### src/rtl/arb_pkg.sv
// Shared constants for the display memory access arbiter.
// Source indices double as same-cycle priority: a lower index wins a tie.
package arb_pkg;
    localparam int NSRC   = 3;
    localparam int SRC_WR = 0;
    localparam int SRC_RD = 1;
    localparam int SRC_SC = 2;
endpackage

### src/rtl/req_capture.sv
// Request capture: one pending slot per source, each with its address.
// Assumes the take vector is one-hot or zero and names the slot granted this cycle.
// A request that arrives for a source that is already pending merges into it, and the
// newest address wins. A scan of the row currently being scanned is dropped.
module req_capture
    import arb_pkg::*;
#(
    parameter int ADDR_W = 8
) (
    input  logic                         clk,
    input  logic                         rst_n,
    input  logic [NSRC-1:0]              req,
    input  logic [NSRC-1:0][ADDR_W-1:0]  req_addr,
    input  logic                         scan_inflight,
    input  logic [ADDR_W-1:0]            inflight_addr,
    input  logic [NSRC-1:0]              take,
    output logic [NSRC-1:0]              pend,
    output logic [NSRC-1:0]              eff_valid,
    output logic [NSRC-1:0][ADDR_W-1:0]  eff_addr
);
    logic                         drop_scan;
    logic [NSRC-1:0]              req_kept;
    logic [NSRC-1:0][ADDR_W-1:0]  pend_addr;

    // Detect a scan of the row that is already being fetched.
    always_comb begin
        drop_scan = req[SRC_SC] && scan_inflight && (req_addr[SRC_SC] == inflight_addr);
    end

    generate
        for (genvar s = 0; s < NSRC; s++) begin : g_slot
            // Merge an incoming request with the pending slot of the same source.
            always_comb begin
                req_kept[s]  = req[s] && !((s == SRC_SC) && drop_scan);
                eff_valid[s] = pend[s] || req_kept[s];
                eff_addr[s]  = req_kept[s] ? req_addr[s] : pend_addr[s];
            end

            // Hold the slot until it is granted; keep the newest address.
            always_ff @(posedge clk) begin
                if (!rst_n) begin
                    pend[s]      <= 1'b0;
                    pend_addr[s] <= '0;
                end else begin
                    pend[s]      <= eff_valid[s] && !take[s];
                    pend_addr[s] <= eff_addr[s];
                end
            end
        end
    endgenerate
endmodule

### src/rtl/age_order.sv
// Age order: picks the oldest valid request across all sources.
// Assumes pend is the registered pending vector and eff_valid includes this cycle's arrivals.
// A slot that is already pending is older than one arriving now. Two arrivals in the same
// cycle are ordered by index. Two pending slots use the stored pairwise order.
module age_order
    import arb_pkg::*;
(
    input  logic            clk,
    input  logic            rst_n,
    input  logic [NSRC-1:0] pend,
    input  logic [NSRC-1:0] eff_valid,
    output logic [NSRC-1:0] sel
);
    logic [NSRC-1:0][NSRC-1:0] older_q;
    logic [NSRC-1:0][NSRC-1:0] older_now;

    generate
        for (genvar j = 0; j < NSRC; j++) begin : g_row
            for (genvar i = 0; i < NSRC; i++) begin : g_col
                // Decide whether source j is ahead of source i this cycle.
                always_comb begin
                    if (i == j)
                        older_now[j][i] = 1'b0;
                    else if (pend[j] && pend[i])
                        older_now[j][i] = older_q[j][i];
                    else if (pend[j] != pend[i])
                        older_now[j][i] = pend[j];
                    else
                        older_now[j][i] = (j < i);
                end
            end
        end

        for (genvar i = 0; i < NSRC; i++) begin : g_win
            // A source wins when it is valid and no valid source is ahead of it.
            always_comb begin
                sel[i] = eff_valid[i];
                for (int j = 0; j < NSRC; j++) begin
                    if (j != i && eff_valid[j] && older_now[j][i])
                        sel[i] = 1'b0;
                end
            end
        end
    endgenerate

    // Remember the pairwise order for slots that stay pending.
    always_ff @(posedge clk) begin
        if (!rst_n) older_q <= '0;
        else        older_q <= older_now;
    end

    // a non-empty request set always yields exactly one winner.
    assert_single_winner_R7: assert property (@(posedge clk) disable iff (!rst_n)
        (|eff_valid) |-> ($countones(sel) == 1));
    // never more than one winner.
    assert_winner_onehot_R1: assert property (@(posedge clk) disable iff (!rst_n)
        $onehot0(sel));
endmodule

### src/rtl/issue_ctrl.sv
// Issue control: owns the memory, launches the selected access and releases it on done.
// Assumes mem_done arrives no earlier than the cycle after mem_strobe; a done pulse in the
// strobe cycle is ignored. The memory counts as free when idle, or when done is sampled
// after the strobe, so a waiting request starts with no idle cycle.
module issue_ctrl
    import arb_pkg::*;
#(
    parameter int ADDR_W = 8
) (
    input  logic                         clk,
    input  logic                         rst_n,
    input  logic                         mem_done,
    input  logic [NSRC-1:0]              sel,
    input  logic [NSRC-1:0][ADDR_W-1:0]  eff_addr,
    output logic [NSRC-1:0]              take,
    output logic [NSRC-1:0]              cur,
    output logic                         mem_strobe,
    output logic                         mem_we,
    output logic [ADDR_W-1:0]            mem_addr
);
    logic              busy;
    logic              free;
    logic              launch;
    logic [ADDR_W-1:0] sel_addr;

    // Find the free condition and pick the winner's address.
    always_comb begin
        free     = !busy || (mem_done && !mem_strobe);
        launch   = free && (|sel);
        take     = launch ? sel : '0;
        sel_addr = '0;
        for (int s = 0; s < NSRC; s++) begin
            if (sel[s]) sel_addr = eff_addr[s];
        end
    end

    // Start a grant, hold it, or release it on done.
    always_ff @(posedge clk) begin
        if (!rst_n) begin
            busy       <= 1'b0;
            cur        <= '0;
            mem_strobe <= 1'b0;
            mem_we     <= 1'b0;
            mem_addr   <= '0;
        end else if (launch) begin
            busy       <= 1'b1;
            cur        <= sel;
            mem_strobe <= 1'b1;
            mem_we     <= sel[SRC_WR];
            mem_addr   <= sel_addr;
        end else begin
            mem_strobe <= 1'b0;
            if (free) begin
                busy   <= 1'b0;
                cur    <= '0;
                mem_we <= 1'b0;
            end
        end
    end

    assert_grant_onehot_R1: assert property (@(posedge clk) disable iff (!rst_n)
        $onehot0(cur));
    assert_strobe_has_grant_R2: assert property (@(posedge clk) disable iff (!rst_n)
        mem_strobe |-> (cur != '0));
    assert_strobe_single_R3: assert property (@(posedge clk) disable iff (!rst_n)
        mem_strobe |=> !mem_strobe);
    assert_hold_while_busy_R4: assert property (@(posedge clk) disable iff (!rst_n)
        ((cur != '0) && !mem_done) |=> ($stable(cur) && $stable(mem_addr) && !mem_strobe));
    assert_no_gap_R5: assert property (@(posedge clk) disable iff (!rst_n)
        ((cur != '0) && mem_done && !mem_strobe && (|sel)) |=> mem_strobe);
    assert_we_write_only_R8: assert property (@(posedge clk) disable iff (!rst_n)
        mem_we |-> cur[SRC_WR]);
endmodule

### src/rtl/access_arbiter.sv
// Top level: arbitrates host write/read and display scan access to one memory port.
// Assumes request inputs are single-cycle pulses with their address valid in the same
// cycle, and mem_done is a one-cycle pulse that ends the current access.
module access_arbiter
    import arb_pkg::*;
#(
    parameter int ADDR_W = 8
) (
    input  logic              clk,
    input  logic              rst_n,
    input  logic              host_wr_req,
    input  logic              host_rd_req,
    input  logic [ADDR_W-1:0] host_addr,
    input  logic              scan_req,
    input  logic [ADDR_W-1:0] scan_row,
    input  logic              mem_done,
    output logic              mem_strobe,
    output logic              mem_we,
    output logic [ADDR_W-1:0] mem_addr,
    output logic              grant_wr,
    output logic              grant_rd,
    output logic              grant_scan
);
    logic [NSRC-1:0]             req;
    logic [NSRC-1:0][ADDR_W-1:0] req_addr;
    logic [NSRC-1:0]             pend;
    logic [NSRC-1:0]             eff_valid;
    logic [NSRC-1:0][ADDR_W-1:0] eff_addr;
    logic [NSRC-1:0]             sel;
    logic [NSRC-1:0]             take;
    logic [NSRC-1:0]             cur;

    // Gather the three sources into indexed vectors.
    always_comb begin
        req              = '0;
        req[SRC_WR]      = host_wr_req;
        req[SRC_RD]      = host_rd_req;
        req[SRC_SC]      = scan_req;
        req_addr         = '0;
        req_addr[SRC_WR] = host_addr;
        req_addr[SRC_RD] = host_addr;
        req_addr[SRC_SC] = scan_row;
    end

    req_capture #(.ADDR_W(ADDR_W)) u_capture (
        .clk           (clk),
        .rst_n         (rst_n),
        .req           (req),
        .req_addr      (req_addr),
        .scan_inflight (cur[SRC_SC]),
        .inflight_addr (mem_addr),
        .take          (take),
        .pend          (pend),
        .eff_valid     (eff_valid),
        .eff_addr      (eff_addr)
    );

    age_order u_order (
        .clk       (clk),
        .rst_n     (rst_n),
        .pend      (pend),
        .eff_valid (eff_valid),
        .sel       (sel)
    );

    issue_ctrl #(.ADDR_W(ADDR_W)) u_issue (
        .clk        (clk),
        .rst_n      (rst_n),
        .mem_done   (mem_done),
        .sel        (sel),
        .eff_addr   (eff_addr),
        .take       (take),
        .cur        (cur),
        .mem_strobe (mem_strobe),
        .mem_we     (mem_we),
        .mem_addr   (mem_addr)
    );

    // Split the current grant into named outputs.
    always_comb begin
        grant_wr   = cur[SRC_WR];
        grant_rd   = cur[SRC_RD];
        grant_scan = cur[SRC_SC];
    end

    // a scan that repeats the in-progress row never restarts the memory.
    assert_scan_repeat_dropped_R10: assert property (@(posedge clk) disable iff (!rst_n)
        (scan_req && grant_scan && (scan_row == mem_addr) && !pend[SRC_SC] && !mem_done)
        |=> !mem_strobe);
endmodule

### config.mk
export PLATFORM = sky130hd
export DESIGN_NAME = access_arbiter
export DESIGN_NICKNAME = d
export VERILOG_FILES = /design/src/rtl/arb_pkg.sv /design/src/rtl/req_capture.sv /design/src/rtl/age_order.sv /design/src/rtl/issue_ctrl.sv /design/src/rtl/access_arbiter.sv
export SDC_FILE = /design/constraint.sdc
export NUM_CORES = 1
export LEC_CHECK = 0
export BUFFER_PORTS_ARGS = -buffer_cell sky130_fd_sc_hd__buf_4
export CORE_MARGIN = 1
export CORE_UTILIZATION = 29
export CTS_CLUSTER_DIAMETER = 30
export DETAILED_ROUTE_END_ITERATION = 7
export GPL_ROUTABILITY_DRIVEN = 0
export PLACE_DENSITY = 0.44
export RECOVER_POWER = 100
export SLEW_MARGIN = 25
export SYNTH_ARGS = -nofsm -noshare
export SYNTH_HDL_FRONTEND = slang
export SYNTH_SLANG_ARGS = --single-unit
export TNS_END_PERCENT = 50
### constraint.sdc
create_clock -name clk -period 3.1 [get_ports clk]
set_clock_uncertainty 0.15 [all_clocks]
set_input_delay 0.465 -clock clk [delete_from_list [all_inputs] [get_ports clk]]
set_output_delay 0.465 -clock clk [all_outputs]
set_load 0.02 [all_outputs]
Yosys cells after proc, flatten, opt, wreduce, memory -nomap -nowiden
Cells that the tools add are included.

operators by class
  equality and inequality tests = 7
  multiplexer cells = 31
  reductions and logical operators = 29

operators by type and width
  cell                count
  8-bit 2-to-1 mux    6
  1-bit 2-to-1 mux    22
  1-bit logical AND   17
  3-bit 2-to-1 mux    3
  8-bit == test       1
  1-bit zero test     6
  1-bit != test       6
  1-bit logical OR    4
  3-bit OR reduction  1
  2-bit nonzero test  1

word-level totals
  flip-flop bits (word level) = 47
  input bits = 22
  word-level logic and storage cells = 81

Logic depth before layout (Yosys ltp)
Gate-level depths: netlist (run 1).

  word-level depth = 12
  mapped depth = 7

Cells and area by module
A second synthesis (run 1) with hierarchy kept.

second synthesis, totals
  cells, all modules = 252
  area total of the unflattened synthesis = 2,323.5 sq um

by module, submodules not included
  module       times used  cells each  area an instance (sq um)  seq. area each (sq um)
  req_capture  1           147         1,416.4                   540.5
  issue_ctrl   1           76          658.1                     260.2
  age_order    1           29          249.0                     120.1

Worst setup path after synthesis (run 1)
OpenSTA, ideal clock, no wires.

  path kind = input -> register
  start = input port scan_row[7]
  end = register u_issue.mem_addr[5]
  arrival time = 2,069 ps
  required time = 2,828 ps
  path slack = 760 ps
  stages on the path = 7
  buffers on the path = 2
  cell sequence = xor2_1 > or4_4 > o31a_1 > buf_6 > buf_6 > a21o_1 > a221o_1

between the ends
  cells in the longest elaborated chain, start to end = 10
  elaborated cells between the ends (all ways) = 17
  classes of those cells = eq/ne: 1; mux: 8; reduce/logical: 8

ends and longest elaborated chain
  what                           line                  RTL
  start: declaration             access_arbiter.sv:15  input logic [ADDR_W-1:0] scan_row,
  8-bit == test *                req_capture.sv:27     drop_scan = req[SRC_SC] && scan_inflight && (req_addr[SRC_SC] == inflight_addr);
  1-bit logical AND *            req_capture.sv:27
  1-bit zero test *              req_capture.sv:34     req_kept[s] = req[s] && !((s == SRC_SC) && drop_scan);
  1-bit logical AND *            req_capture.sv:34
  1-bit logical OR               req_capture.sv:35     eff_valid[s] = pend[s] || req_kept[s];
  1-bit logical AND              age_order.sv:39       if (j != i && eff_valid[j] && older_now[j][i])
  1-bit 2-to-1 mux               age_order.sv:39
  8-bit 2-to-1 mux (3 in a row)  issue_ctrl.sv:33      if (sel[s]) sel_addr = eff_addr[s];
  end signal: assignment         issue_ctrl.sv:50      mem_addr <= sel_addr;
  end: declaration               issue_ctrl.sv:19      output logic [ADDR_W-1:0] mem_addr

Mark *: on every way between the ends. The rest lies on a longest branch, timed or not.
A chain may end at the register's enable or synchronous reset.

Worst setup path after layout (run 1)
  start = register u_issue.mem_addr[7]
  end = register u_issue.busy

between the ends
  cells in the longest elaborated chain, start to end = 10
  elaborated cells between the ends (all ways) = 15
  classes of those cells = eq/ne: 1; mux: 5; reduce/logical: 9

ends and longest elaborated chain
  what                                                    line               RTL
  8-bit == test *                                         req_capture.sv:27
  1-bit logical AND *                                     req_capture.sv:27
  1-bit zero test *                                       req_capture.sv:34
  1-bit logical AND *                                     req_capture.sv:34
  1-bit logical OR *                                      req_capture.sv:35
  1-bit 2-to-1 mux or 1-bit logical AND (tied branches)   age_order.sv:39
  1-bit 2-to-1 mux                                        age_order.sv:39
  3-bit OR reduction *                                    issue_ctrl.sv:29   launch = free && (|sel);
  1-bit logical AND *                                     issue_ctrl.sv:29
  1-bit 2-to-1 mux or 2-bit nonzero test (tied branches)  -
  end signal: assignment                                  issue_ctrl.sv:40   busy <= 1'b0;
  end signal: assignment                                  issue_ctrl.sv:46   busy <= 1'b1;
  end signal: assignment                                  issue_ctrl.sv:54   busy <= 1'b0;
  end: declaration                                        issue_ctrl.sv:21   logic busy;

Marked as above.

==> summary.txt, run 1 <==
Clocking
  • Resized Gates After CTS: 0
  • TritonCTS Sinks: 46
  • CTS Buffer Depth: 2
  • Worst-Skew Late Latency: approximately 0.3 ns
  • Clock-pin slew on the worst setup and hold paths: 0.08 ns
  • Cts hold-fix bufs: 0
  • Post-CTS setup buffers: 0
  • CTS tree: yes
  • H-tree levels: 2
  • CTS Buf Count: 5
  • Root buf cell: clkbuf_8

Critical path
  • WP data arrival: between 2 and 3 ns
  • Worst R2R Start: u_issue.mem_addr[7]
  • Startpoint Class: flip-flop
  • Worst EP required: 3.09 ns
  • RR Endpoint: u_issue.busy
  • WS Path Type: reg2reg
  • Slowest cell on crit path: a2111oi_0
  • Maximum fanout along the worst path: 18
  • Max incr delay on CP: 0.62 ns
  • Reg2Reg Depth: 5
  • CP Capture Type: flip-flop
  • Worst path cell trace: xor2_1 > or4_1 > o31a_1 > a2111oi_0 > a21oi_1
  • Minimum setup slack among reg-to-reg paths: around 0.5 ns

Yosys
  • Netlist Area Pre-Place: 2150 um2
  • Mapped Cells: 234
  • Sequential share of the synthesized area: 42.9%
  • Register bit total from synthesis: 46
  • Average cell area after synthesis: between 9 and 10 um2
  • Most used DFF post-synth: dfxtp_1
  • Async set or reset register ratio after synthesis: 0%
  • Post-synth top area cell: dfxtp_1
  • Netlist cell types: between 40 and 50
  • Post-Syn Nets: between 200 and 300
  • EDFF count, synth: 0
  • Area contributors post-synth: dfxtp_1 (43%), mux2_2 (6.8%), a21o_1 (5.9%)
  • Top cell type's share of synthesized area: a little over two fifths
  • Yosys warning count: 0

Die
  • Die Area: 7750 um2
  • Chip Height: 88.0 um
  • I/O pin count: 35
  • Rows: 31
  • Core area: 7210 um2
  • Initial core utilization: a little under 30%
  • DIE WIDTH: about 88 um

Final layout
  • Layout fillers: 798
  • Area growth syn-to-layout: 17.7%
  • Final Cell Area: ~2500 um2
  • Final std cells w/o fill: 368
  • # nets final: 290
  • N_diodes: 0
  • Layout cells sized above 1: between 10% and 20%

Global route
  • Largest net degree at the start of global routing: 21
  • Vias in the first global route: approximately 1700
  • First-pass GRT wire length: around 8800 um
  • GRT overflow: 0
  • Tot GR Track Use: 15.2%
  • Initial antenna violation count: 0

Drt
  • Post-route antenna net violation count: 0
  • Vias per std cell: between 4 and 5
  • Drt total wl: around 5400 um
  • WL/cell: ~15 um
  • DRT iter0 DRCs: 72
  • DR pass1 iterations: 4
  • Routed via count: 1774
  • Remaining DRCs: 0

Placement
  • Detailed placement HPWL: just under 4000 um
  • Port-buffer cells: 34
  • Post-place setup slack: around 0.49 ns
  • DP Area: roughly 2500 um2
  • DP Cell Count: between 300 and 400

Timing
  • Slew headroom: between 30% and 40%
  • Worst-margin pin slew: 1.01 ns
  • Final worst slack: between 0.4 and 0.5 ns
  • Max Clock Freq: about 0.38 GHz
  • Final hold vios: 0
  • Min cycle time layout: 2.61 ns
  • Final Cycle Share: between 80% and 90%
  • Setup TNS: 0 ns
  • Slew Viols, Final: 0
  • Final setup fails: 0
  • RSZ-0062 raised after global routing: false

Power
  • Pwr/cell area: between 500 and 600 nW/um2
  • Pint: 966 uW
  • Net switching power: about 430 uW
  • Switch share: 31.0%
  • Seq pwr share: 49.1%
  • Pleak: ~1.1 nW
  • Clock group share of total power: between 20% and 30%
  • Worst vdd ir: 161 uV
  • Comb pwr share: approximately a quarter
  • Total power: 1.40 mW

Hold path
  • Min-Delay Path Class: in2reg
  • Min-delay src: scan_row[5]
  • Hold Path Stages: 3
  • Hold EP: u_capture.pend_addr[21]

Status
  • Outcome: finished clean

Flow run
  • Max_cap viols: 0
==> registers in the layout (all words and copies together), names as in the netlist <==
signal	cells
u_capture.pend_addr	24
u_issue.mem_addr	8
u_order.older_q	6
u_capture.pend	3
u_issue.cur	3
u_issue.busy	1
u_issue.mem_strobe	1
==> logic make-up (layout without fill, tap and decap cells) <==
kind of cell,count (synthesis),after routing,share of synthesized area [%]
AOI/OAI and AO/OA,63,63,21.8
DFF,46,46,42.9
muxes,16,16,8.22
buffers and inverters,18,53,4.31
xor gates and xnor gates,8,8,3.26
and+or+nand+nor,83,83,19.5
==> cells in the mapped netlist (all sizes together) (2+ instances only) <==
cell and number:
a211oi 2, a21o 17, a21oi 23, a221o 8, and2 15, and3 2
buf 7, clkbuf 7, dfxtp 46, inv 4, mux2 13, mux2i 3
nand2 31, nand2b 5, nand3 6, nor2 10, nor2b 2, nor3 3
nor3b 2, o221a 2, o31a 2, xor2 8
==> stage by stage <==
| stage | utilization (%) | hold slack, ns |
|---|---|---|
| after floorplan | - | 0.279 |
| after global placement | 34.7 | 0.295 |
| after detailed placement | 34.7 | 0.301 |
| after CTS | 36.0 | 0.269 |
| after global routing | 35.0 | 0.282 |
| final | 35.0 | 0.281 |
==> worst max-delay path by stage <==
| stage | startpoint | slack [ns] | cells past startpoint | endpoint |
|---|---|---|---|---|
| finish | u_issue.mem_addr[7] | 0.49 | 5 | u_issue.busy |
| global route | u_issue.mem_addr[7] | 0.35 | 5 | u_issue.busy |
| CTS | u_issue.mem_addr[7] | 0.73 | 5 | u_issue.busy |
| detailed placement | scan_row[7] | 0.49 | 6 | u_issue.mem_addr[6] |
| global placement | scan_row[7] | 0.51 | 6 | u_issue.mem_addr[5] |
| floorplan | scan_row[7] | 0.76 | 7 | u_issue.mem_addr[5] |
==> critical path: cells and delay by family (launching register included) <==
kind	cells	cell delay [ns]
AO/OA/AOI/OAI	3	1.25
AND/OR/NAND/NOR	1	0.55
flip-flops	1	0.34
XOR/XNOR	1	0.17
==> layout by cell type (no fill, tap or decap), types with 2 or more instances in the layout <==
master / instances
buf_4: 26
clkbuf_8: 6
mux2_2: 13
clkbuf_1: 16
nor3_1: 3
mux2i_1: 3
inv_1: 4
and3_1: 2
a21oi_1: 23
and2_1: 10
xor2_1: 8
o221a_2: 2
a221o_1: 8
nand2b_1: 5
nand3_1: 6
a21o_1: 17
and2_0: 5
o31a_1: 2
nor2b_1: 2
nor2_1: 10
dfxtp_1: 46
nand2_1: 31
==> routing by layer <==
layer  vias up  part of all wire, %  global-route usage, %
met5         -                    0                      0
met2        26                   48                   25.2
met3         8                  3.3                   3.20
met1       846                   48                   19.7
met4         0                 0.94                   4.99
li1        894                    -                      -
==> layout make-up <==
cell class | count | area (um2) | area share (%)
timing repair buffer | 41 | 251 | 9.96
clock buffer | 7 | 86.3 | 3.42
sequential | 46 | 921 | 36.5
inverter | 4 | 15.0 | 0.594
tap | 99 | 124 | 4.90
clock inverter | 1 | 5.00 | 0.198
multi-input combinational | 170 | 1120 | 44.5
==> power groups by stage <==
stage	Combinational [mW]	Sequential, mW	Clock, mW
floorplan	0.210	0.718	0
global placement	0.362	0.703	0
detailed placement	0.363	0.701	0
CTS	0.364	0.688	0.397
global route	0.369	0.695	0.422
finish	0.330	0.687	0.383
No activity file was read; power rests on OpenSTA's default activity.
==> run 2, diff against run 1 <==
==> constraint.sdc (replaced) <==
create_clock -name clk -period 2.5 [get_ports clk]
set_clock_uncertainty 0.15 [all_clocks]
set_input_delay 0.375 -clock clk [delete_from_list [all_inputs] [get_ports clk]]
set_output_delay 0.375 -clock clk [all_outputs]
set_load 0.02 [all_outputs]
==> run 2 against run 1 <==
Power increased by 26%. Sequential cell count did not move. Count of clock-buffer cells in the layout unchanged. Critical path type unchanged. Clock power is 26% higher.
==> summary.txt, run 2 (synthesized netlist as in run 1, its figures left out) <==
Clocking
  • Worst-Skew Late Latency: 0.30 ns (about the same)
  • CTS tree: yes
  • CTS Buf Count: 5 (unchanged)
  • Cts hold-fix bufs: 0 (unchanged)
  • Post-CTS setup buffers: 0 (unchanged)
  • H-tree levels: 2 (unchanged)
  • Resized Gates After CTS: 0 (unchanged)
  • TritonCTS Sinks: 46 (unchanged)
  • CTS Buffer Depth: 2 (unchanged)
  • Root buf cell: clkbuf_8
  • Clock-pin slew on the worst setup and hold paths: 0.09 ns (about the same)

Critical path
  • Worst EP required: 2.61 ns (-0.48 ns)
  • Critical path origin: u_capture.pend[2]
  • Max incr delay on CP: 0.44 ns (-0.18 ns)
  • Worst Setup EP: u_issue.mem_addr[7]
  • CP Buf/Inv Count: 2 (+2)
  • Minimum setup slack among reg-to-reg paths: 0.16 ns (-0.32 ns)
  • Worst path most repeated cell: buf_4
  • Maximum fanout along the worst path: 9 (-9)
  • Startpoint Class: flip-flop
  • WP data arrival: 2.44 ns (-0.16 ns)
  • Slowest cell on crit path: or3b_2
  • Top delay family on crit path: compound AO/OA/AOI/OAI gates
  • CP Capture Type: flip-flop
  • WS Path Type: reg2reg
  • RR Endpoint: u_issue.mem_addr[7]
  • Reg2Reg Depth: 7 (+2)
  • Worst path cell trace: buf_4 > nand2b_1 > a222oi_1 > buf_4 > or3b_2 > a21oi_1 > a221o_1
  • Crit path depth: 7 (+2)
  • Worst R2R Start: u_capture.pend[2]

Final layout
  • Most common cell after layout, fill and taps aside: dfxtp_1
  • Biggest register: u_capture.pend_addr
  • # nets final: 299 (+3.1%)
  • Commonest non-fill, non-tap cells in the layout: dfxtp_1 (46), nand2_1 (31), buf_4 (30)
  • N_diodes: 0 (unchanged)
  • Max reg flops: 24 (unchanged)
  • Area growth syn-to-layout: 20.7%
  • Layout fillers: 795 (-0.38%)
  • Largest registers: u_capture.pend_addr: 24 flops, u_issue.mem_addr: 8 flops, u_order.older_q: 6 flops
  • Layout cells sized above 1: 20.1% (+0.81 points)

Placement
  • Detailed placement HPWL: 4220 um (+9.0%)
  • Port-buffer cells: 34 (unchanged)

Power
  • Worst vdd ir: 256 uV (+58%)
  • Pleak: 1.09 nW (+3.5%)
  • Pwr/cell area: 683 nW/um2 (+23%)

Timing
  • Final setup fails: 0 (unchanged)
  • Setup TNS: 0 ns (unchanged)
  • Slew Viols, Final: 0 (unchanged)
  • RSZ-0062 raised after global routing: false
  • Worst hold slack: 0.189 ns (-0.0920 ns)
  • Min cycle time layout: 2.34 ns (-0.277 ns)
  • Worst-margin pin slew: 0.792 ns (-0.220 ns)
  • Max Clock Freq: 0.428 GHz (+12%)
  • Final Cycle Share: 93.4% (+9.1 points)
  • Final hold vios: 0 (unchanged)
  • Slew headroom: 47.2% (+15 points)

Hold path
  • Min-delay src: scan_row[4]
  • Min-Delay Path Class: in2reg

Global route
  • Initial antenna violation count: 0 (unchanged)
  • First-pass GRT wire length: 8870 um (+1.3%)
  • GRT overflow: 0 (unchanged)
  • Vias in the first global route: 1710 (-1.7%)
  • Tot GR Track Use: 15.5% (+0.30 points)
  • Largest net degree at the start of global routing: 21 (unchanged)

Die
  • Core area: 7210 um2 (unchanged)
  • Die Area: 7750 um2 (unchanged)
  • Rows: 31 (unchanged)
  • DIE WIDTH: 88.0 um (unchanged)
  • Initial core utilization: 29.8% (unchanged)
  • I/O pin count: 35 (unchanged)
  • Chip Height: 88.0 um (unchanged)

Drt
  • Remaining DRCs: 0 (unchanged)
  • Routed via count: 1799 (+1.4%)
  • Post-route antenna net violation count: 0 (unchanged)
  • WL/cell: 15.2 um (+3.2%)
  • Vias per std cell: 4.77 (-1.0%)
  • DRT iter0 DRCs: 59 (-18%)
  • Drt total wl: 5720 um (+5.8%)
  • DR pass1 iterations: 4 (unchanged)

Status
  • Outcome: finished clean

Flow run
  • Max_cap viols: 0 (unchanged)
run 2: layer usage:
metal	vias to the layer above	global-route usage [%]	part of all wire, %
met4	0	4.55	1.2
met2	31	25.7	48
li1	911	-	-
met5	-	0	0
met1	849	19.9	47
met3	8	4.05	3.3
run 2: metrics by stage:
stage	power, mW	instances	setup WS [ns]	util [%]	instance area [um2]
3_3_place_gp	1.34	369	0.0752	35.6	2570
4_1_cts	1.83	377	0.112	36.9	2660
5_1_grt	1.87	377	0.0580	35.9	2590
3_5_place_dp	1.34	369	0.119	35.6	2570
2_1_floorplan	1.15	234	0.200	-	2150
6_report	1.77	377	0.165	35.9	2590
run 2: area by class of cell:
class                           instances  area [um2]  area share [%]
Clock inverter                          1        5.00           0.193
Tap cell                               99         124            4.78
Clock buffer                            7        86.3            3.33
Timing Repair Buffer                   50         305            11.8
Multi-Input combinational cell        170        1130            43.8
Inverter                                4        15.0           0.579
Sequential cell                        46         921            35.5
run 2: power breakdown:
part / total (mW) / switching (mW) / internal, mW
Clock: 0.484 / 0.261 / 0.224
Sequential: 0.850 / 0.0481 / 0.802
Combinational: 0.436 / 0.251 / 0.185
Total: 1.77 / 0.560 / 1.21
run 2: worst min path at each step:
stage / to / cells past startpoint
global placement: u_order.older_q[7] / 2
global route: u_capture.pend_addr[19] / 3
floorplan: u_order.older_q[6] / 2
detailed placement: u_order.older_q[7] / 2
finish: u_capture.pend_addr[20] / 3
CTS: u_capture.pend_addr[17] / 3
run 2: worst register-to-register path, stage by stage, from the launching register on:
cell,delay [ns]
dfxtp_1,0.32
buf_4,0.16
nand2b_1,0.19
a222oi_1,0.41
buf_4,0.25
or3b_2,0.44
a21oi_1,0.23
a221o_1,0.14
==> run 3, diff against run 2 <==
--- a/config.mk
+++ b/config.mk
@@ -5,13 +5,16 @@
 export SDC_FILE = /design/constraint.sdc
 export NUM_CORES = 1
 export LEC_CHECK = 0
+export ABC_AREA = 1
 export BUFFER_PORTS_ARGS = -buffer_cell sky130_fd_sc_hd__buf_4
+export CELL_PAD_IN_SITES_DETAIL_PLACEMENT = 0
+export CELL_PAD_IN_SITES_GLOBAL_PLACEMENT = 2
 export CORE_MARGIN = 1
 export CORE_UTILIZATION = 29
 export CTS_CLUSTER_DIAMETER = 30
 export DETAILED_ROUTE_END_ITERATION = 7
 export GPL_ROUTABILITY_DRIVEN = 0
-export PLACE_DENSITY = 0.44
+export PLACE_DENSITY = 0.72
 export RECOVER_POWER = 100
 export SLEW_MARGIN = 25
 export SYNTH_ARGS = -nofsm -noshare
==> run 3 against run 2 <==
The run now ends with capacitance limit, slew limit left. Die area down 2.2%. Highest routed layer unchanged. Routed wire length down 13%. Maximum frequency up 15%. Via count up 1.3%. Cell count up 14%. Critical path depth up 6. Sequential share of layout area up 2.4 points.
==> summary.txt, run 3 <==
Power
  • Pleak: 1.12 nW (+2.1%)
  • Worst vdd ir: 229 uV (-11%)
  • Pwr/cell area: 755 nW/um2 (+11%)
  • Seq pwr share: 47.9% (about the same)
  • Comb pwr share: 27.4% (+2.8 points)
  • Total power: 1.83 mW (+3.4%)
  • Net switching power: 631 uW (+13%)
  • Pint: 1.20 mW (-0.94%)
  • Clock group share of total power: 24.7% (-2.7 points)
  • Switch share: 34.5% (+2.9 points)

Clocking
  • CTS Buf Count: 5 (unchanged)
  • CTS tree: yes
  • Worst-Skew Late Latency: 0.30 ns (about the same)
  • CTS Buffer Depth: 2 (unchanged)
  • Clock-pin slew on the worst setup and hold paths: 0.08 ns (about the same)
  • Resized Gates After CTS: 0 (unchanged)
  • H-tree levels: 2 (unchanged)
  • Root buf cell: clkbuf_8
  • TritonCTS Sinks: 46 (unchanged)
  • Cts hold-fix bufs: 0 (unchanged)
  • Post-CTS setup buffers: 0 (unchanged)

Yosys
  • Synth cell count leaders: nand2_1 (69), nor2_1 (61), dfxtp_1 (46)
  • Netlist cell types: 25 (-40%)
  • Post-Syn Nets: 326 (+27%)
  • Post-synth top area cell: dfxtp_1
  • Most common cell in the netlist: nand2_1
  • Netlist Area Pre-Place: 2100 um2 (-2.2%)
  • Most used DFF post-synth: dfxtp_1
  • Top cell type's share of synthesized area: 43.9% (+0.97 points)
  • Average cell area after synthesis: 6.91 um2 (-25%)
  • Yosys warning count: 0 (unchanged)
  • Async set or reset register ratio after synthesis: 0% (unchanged)
  • Area contributors post-synth: dfxtp_1 (44%), nand2_1 (12%), nor2_1 (11%)
  • EDFF count, synth: 0 (unchanged)
  • Sequential share of the synthesized area: 43.9% (+0.97 points)
  • Mapped Cells: 304 (+30%)
  • Register bit total from synthesis: 46 (unchanged)

Final layout
  • Layout fillers: 829 (+4.3%)
  • Biggest register: u_capture.pend_addr
  • Layout cells sized above 1: 12.9% (-7.3 points)
  • # nets final: 357 (+19%)
  • Commonest non-fill, non-tap cells in the layout: nand2_1 (70), nor2_1 (62), dfxtp_1 (46)
  • Max reg flops: 24 (unchanged)
  • Area growth syn-to-layout: 15.5%
  • Final std cells w/o fill: 430 (+14%)
  • Most common cell after layout, fill and taps aside: nand2_1
  • Final Cell Area: 2420 um2 (-6.4%)
  • Largest registers: u_capture.pend_addr: 24 flops, u_issue.mem_addr: 8 flops, u_order.older_q: 6 flops
  • N_diodes: 0 (unchanged)

Timing
  • Final setup fails: 0 (unchanged)
  • Slew Viols, Final: 34 (+34)
  • Final hold vios: 0 (unchanged)
  • Final Cycle Share: 81.3% (-12 points)
  • RSZ-0062 raised after global routing: false
  • Slew headroom: -7.05% (-54 points)
  • Min cycle time layout: 2.03 ns (-0.302 ns)
  • Final worst slack: 0.467 ns (+0.302 ns)
  • Max Clock Freq: 0.492 GHz (+15%)
  • Worst-margin pin slew: 1.61 ns (+0.814 ns)
  • Setup TNS: 0 ns (unchanged)

Status
  • Failing checks: capacitance limit, slew limit
  • Outcome: complete, but fails checks

Global route
  • Tot GR Track Use: 14.5% (-0.98 points)
  • First-pass GRT wire length: 8360 um (-5.8%)
  • GRT overflow: 0 (unchanged)
  • Initial antenna violation count: 0 (unchanged)
  • Largest net degree at the start of global routing: 34 (+62%)
  • Vias in the first global route: 1731 (+1.2%)

Die
  • I/O pin count: 35 (unchanged)
  • Die Area: 7580 um2 (-2.2%)
  • DIE WIDTH: 87.1 um (-1.1%)
  • Initial core utilization: 30.4% (+0.64 points)
  • Rows: 30 (-3.2%)
  • Chip Height: 87.1 um (-1.1%)
  • Core area: 6910 um2 (-4.3%)

Drt
  • Post-route antenna net violation count: 0 (unchanged)
  • Remaining DRCs: 0 (unchanged)
  • Drt total wl: 4990 um (-13%)
  • Routed via count: 1822 (+1.3%)
  • WL/cell: 11.6 um (-24%)
  • Vias per std cell: 4.24 (-11%)
  • DRT iter0 DRCs: 64 (+8.5%)
  • DR pass1 iterations: 4 (unchanged)

Critical path
  • CP Capture Type: flip-flop
  • Worst path cell trace: inv_1 > nand2_1 > nand2_1 > inv_1 > nand3_1 > nor2_1 > nand2_2 > nand2_4 > nand2_1 > nand3_4 > nand2_4 > inv_2 > nor2_1
  • Worst EP required: 2.48 ns (-0.13 ns)
  • Maximum fanout along the worst path: 17 (+8)
  • WS Path Type: reg2reg
  • Slowest cell on crit path: dfxtp_1
  • Top delay family on crit path: simple AND/OR/NAND/NOR gates
  • Worst path most repeated cell: nand2_1
  • WP data arrival: 2.01 ns (-0.43 ns)
  • Startpoint Class: flip-flop
  • Max incr delay on CP: 0.40 ns (-0.04 ns)
  • CP Buf/Inv Count: 3 (+1)

Hold path
  • Min-Delay Path Class: in2reg

Placement
  • Detailed placement HPWL: 3650 um (-13%)
  • Port-buffer cells: 34 (unchanged)
  • Post-place setup slack: 0.465 ns (+0.346 ns)
  • DP Area: 2400 um2 (-6.4%)
  • DP Cell Count: 424 (+15%)

Flow run
  • Max_cap viols: 1 (+1)
[run 3: changes by cell type in the layout (fill, tap and decap cells not counted), sizes merged, moves of 9 or more]
cell	change
nor2	+53
o21ai	+49
nand2	+44
inv	+35
a21o	-17
and2	-15
a21oi	-14
mux2	-13
buf	-9
[run 3: power by group through the flow]
stage / combinational [mW] / sequential [mW] / clock [mW]
finish: 0.502 / 0.877 / 0.452
global route: 0.577 / 0.890 / 0.499
CTS: 0.549 / 0.880 / 0.471
detailed placement: 0.547 / 0.896 / 0
global placement: 0.547 / 0.898 / 0
floorplan: 0.345 / 0.930 / 0
[run 3: routing by layer]
metal	up-vias	GRT usage [%]	wire length (um)
li1	999	-	-
met1	795	19.5	2650
met2	20	23.4	2140
met3	8	2.94	131
met4	0	4.55	62
met5	-	0	0
[run 3: worst paths after layout]
path                       startpoint  cells past startpoint                       to  slack [ns]
setup reg to reg  u_issue.mem_addr[7]                     13       u_issue.mem_strobe        0.47
hold reg to reg        u_issue.cur[1]                      2           u_issue.cur[1]        0.32
setup / recovery  u_issue.mem_addr[7]                     13       u_issue.mem_strobe        0.47
hold / removal            scan_row[1]                      3  u_capture.pend_addr[17]        0.21
[run 3: worst reg2reg max path, stage by stage, from the launching register on]
cell,delay (ns)
dfxtp_1,0.40
inv_1,0.06
nand2_1,0.06
nand2_1,0.04
inv_1,0.05
nand3_1,0.08
nor2_1,0.13
nand2_2,0.08
nand2_4,0.16
nand2_1,0.18
nand3_4,0.12
nand2_4,0.12
inv_2,0.17
nor2_1,0.06
[run 3: stage by stage]
| stage | hold WS (ns) | utilization [%] |
|---|---|---|
| detailed placement | 0.316 | 34.8 |
| global placement | 0.308 | 34.8 |
| finish | 0.211 | 35.1 |
| CTS | 0.211 | 36.0 |
| global route | 0.232 | 35.1 |
| floorplan | 0.296 | - |
[run 3: cell type report]
cell class | count | area [um2] | share of cell area, %
inverters | 40 | 150 | 6.19
flip-flops and latches | 46 | 921 | 38.0
multi-input cells | 207 | 941 | 38.8
well taps | 96 | 120 | 4.95
clock buffers | 6 | 82.6 | 3.41
repair buffers | 35 | 210 | 8.67
[run 3: cell families after synthesis]
group | synth area share (%)
flip-flops | 43.9
AO/OA/AOI/OAI | 14.7
XOR/XNOR | 0.834
buffers and inverters | 10.8
AND/OR/NAND/NOR | 29.7
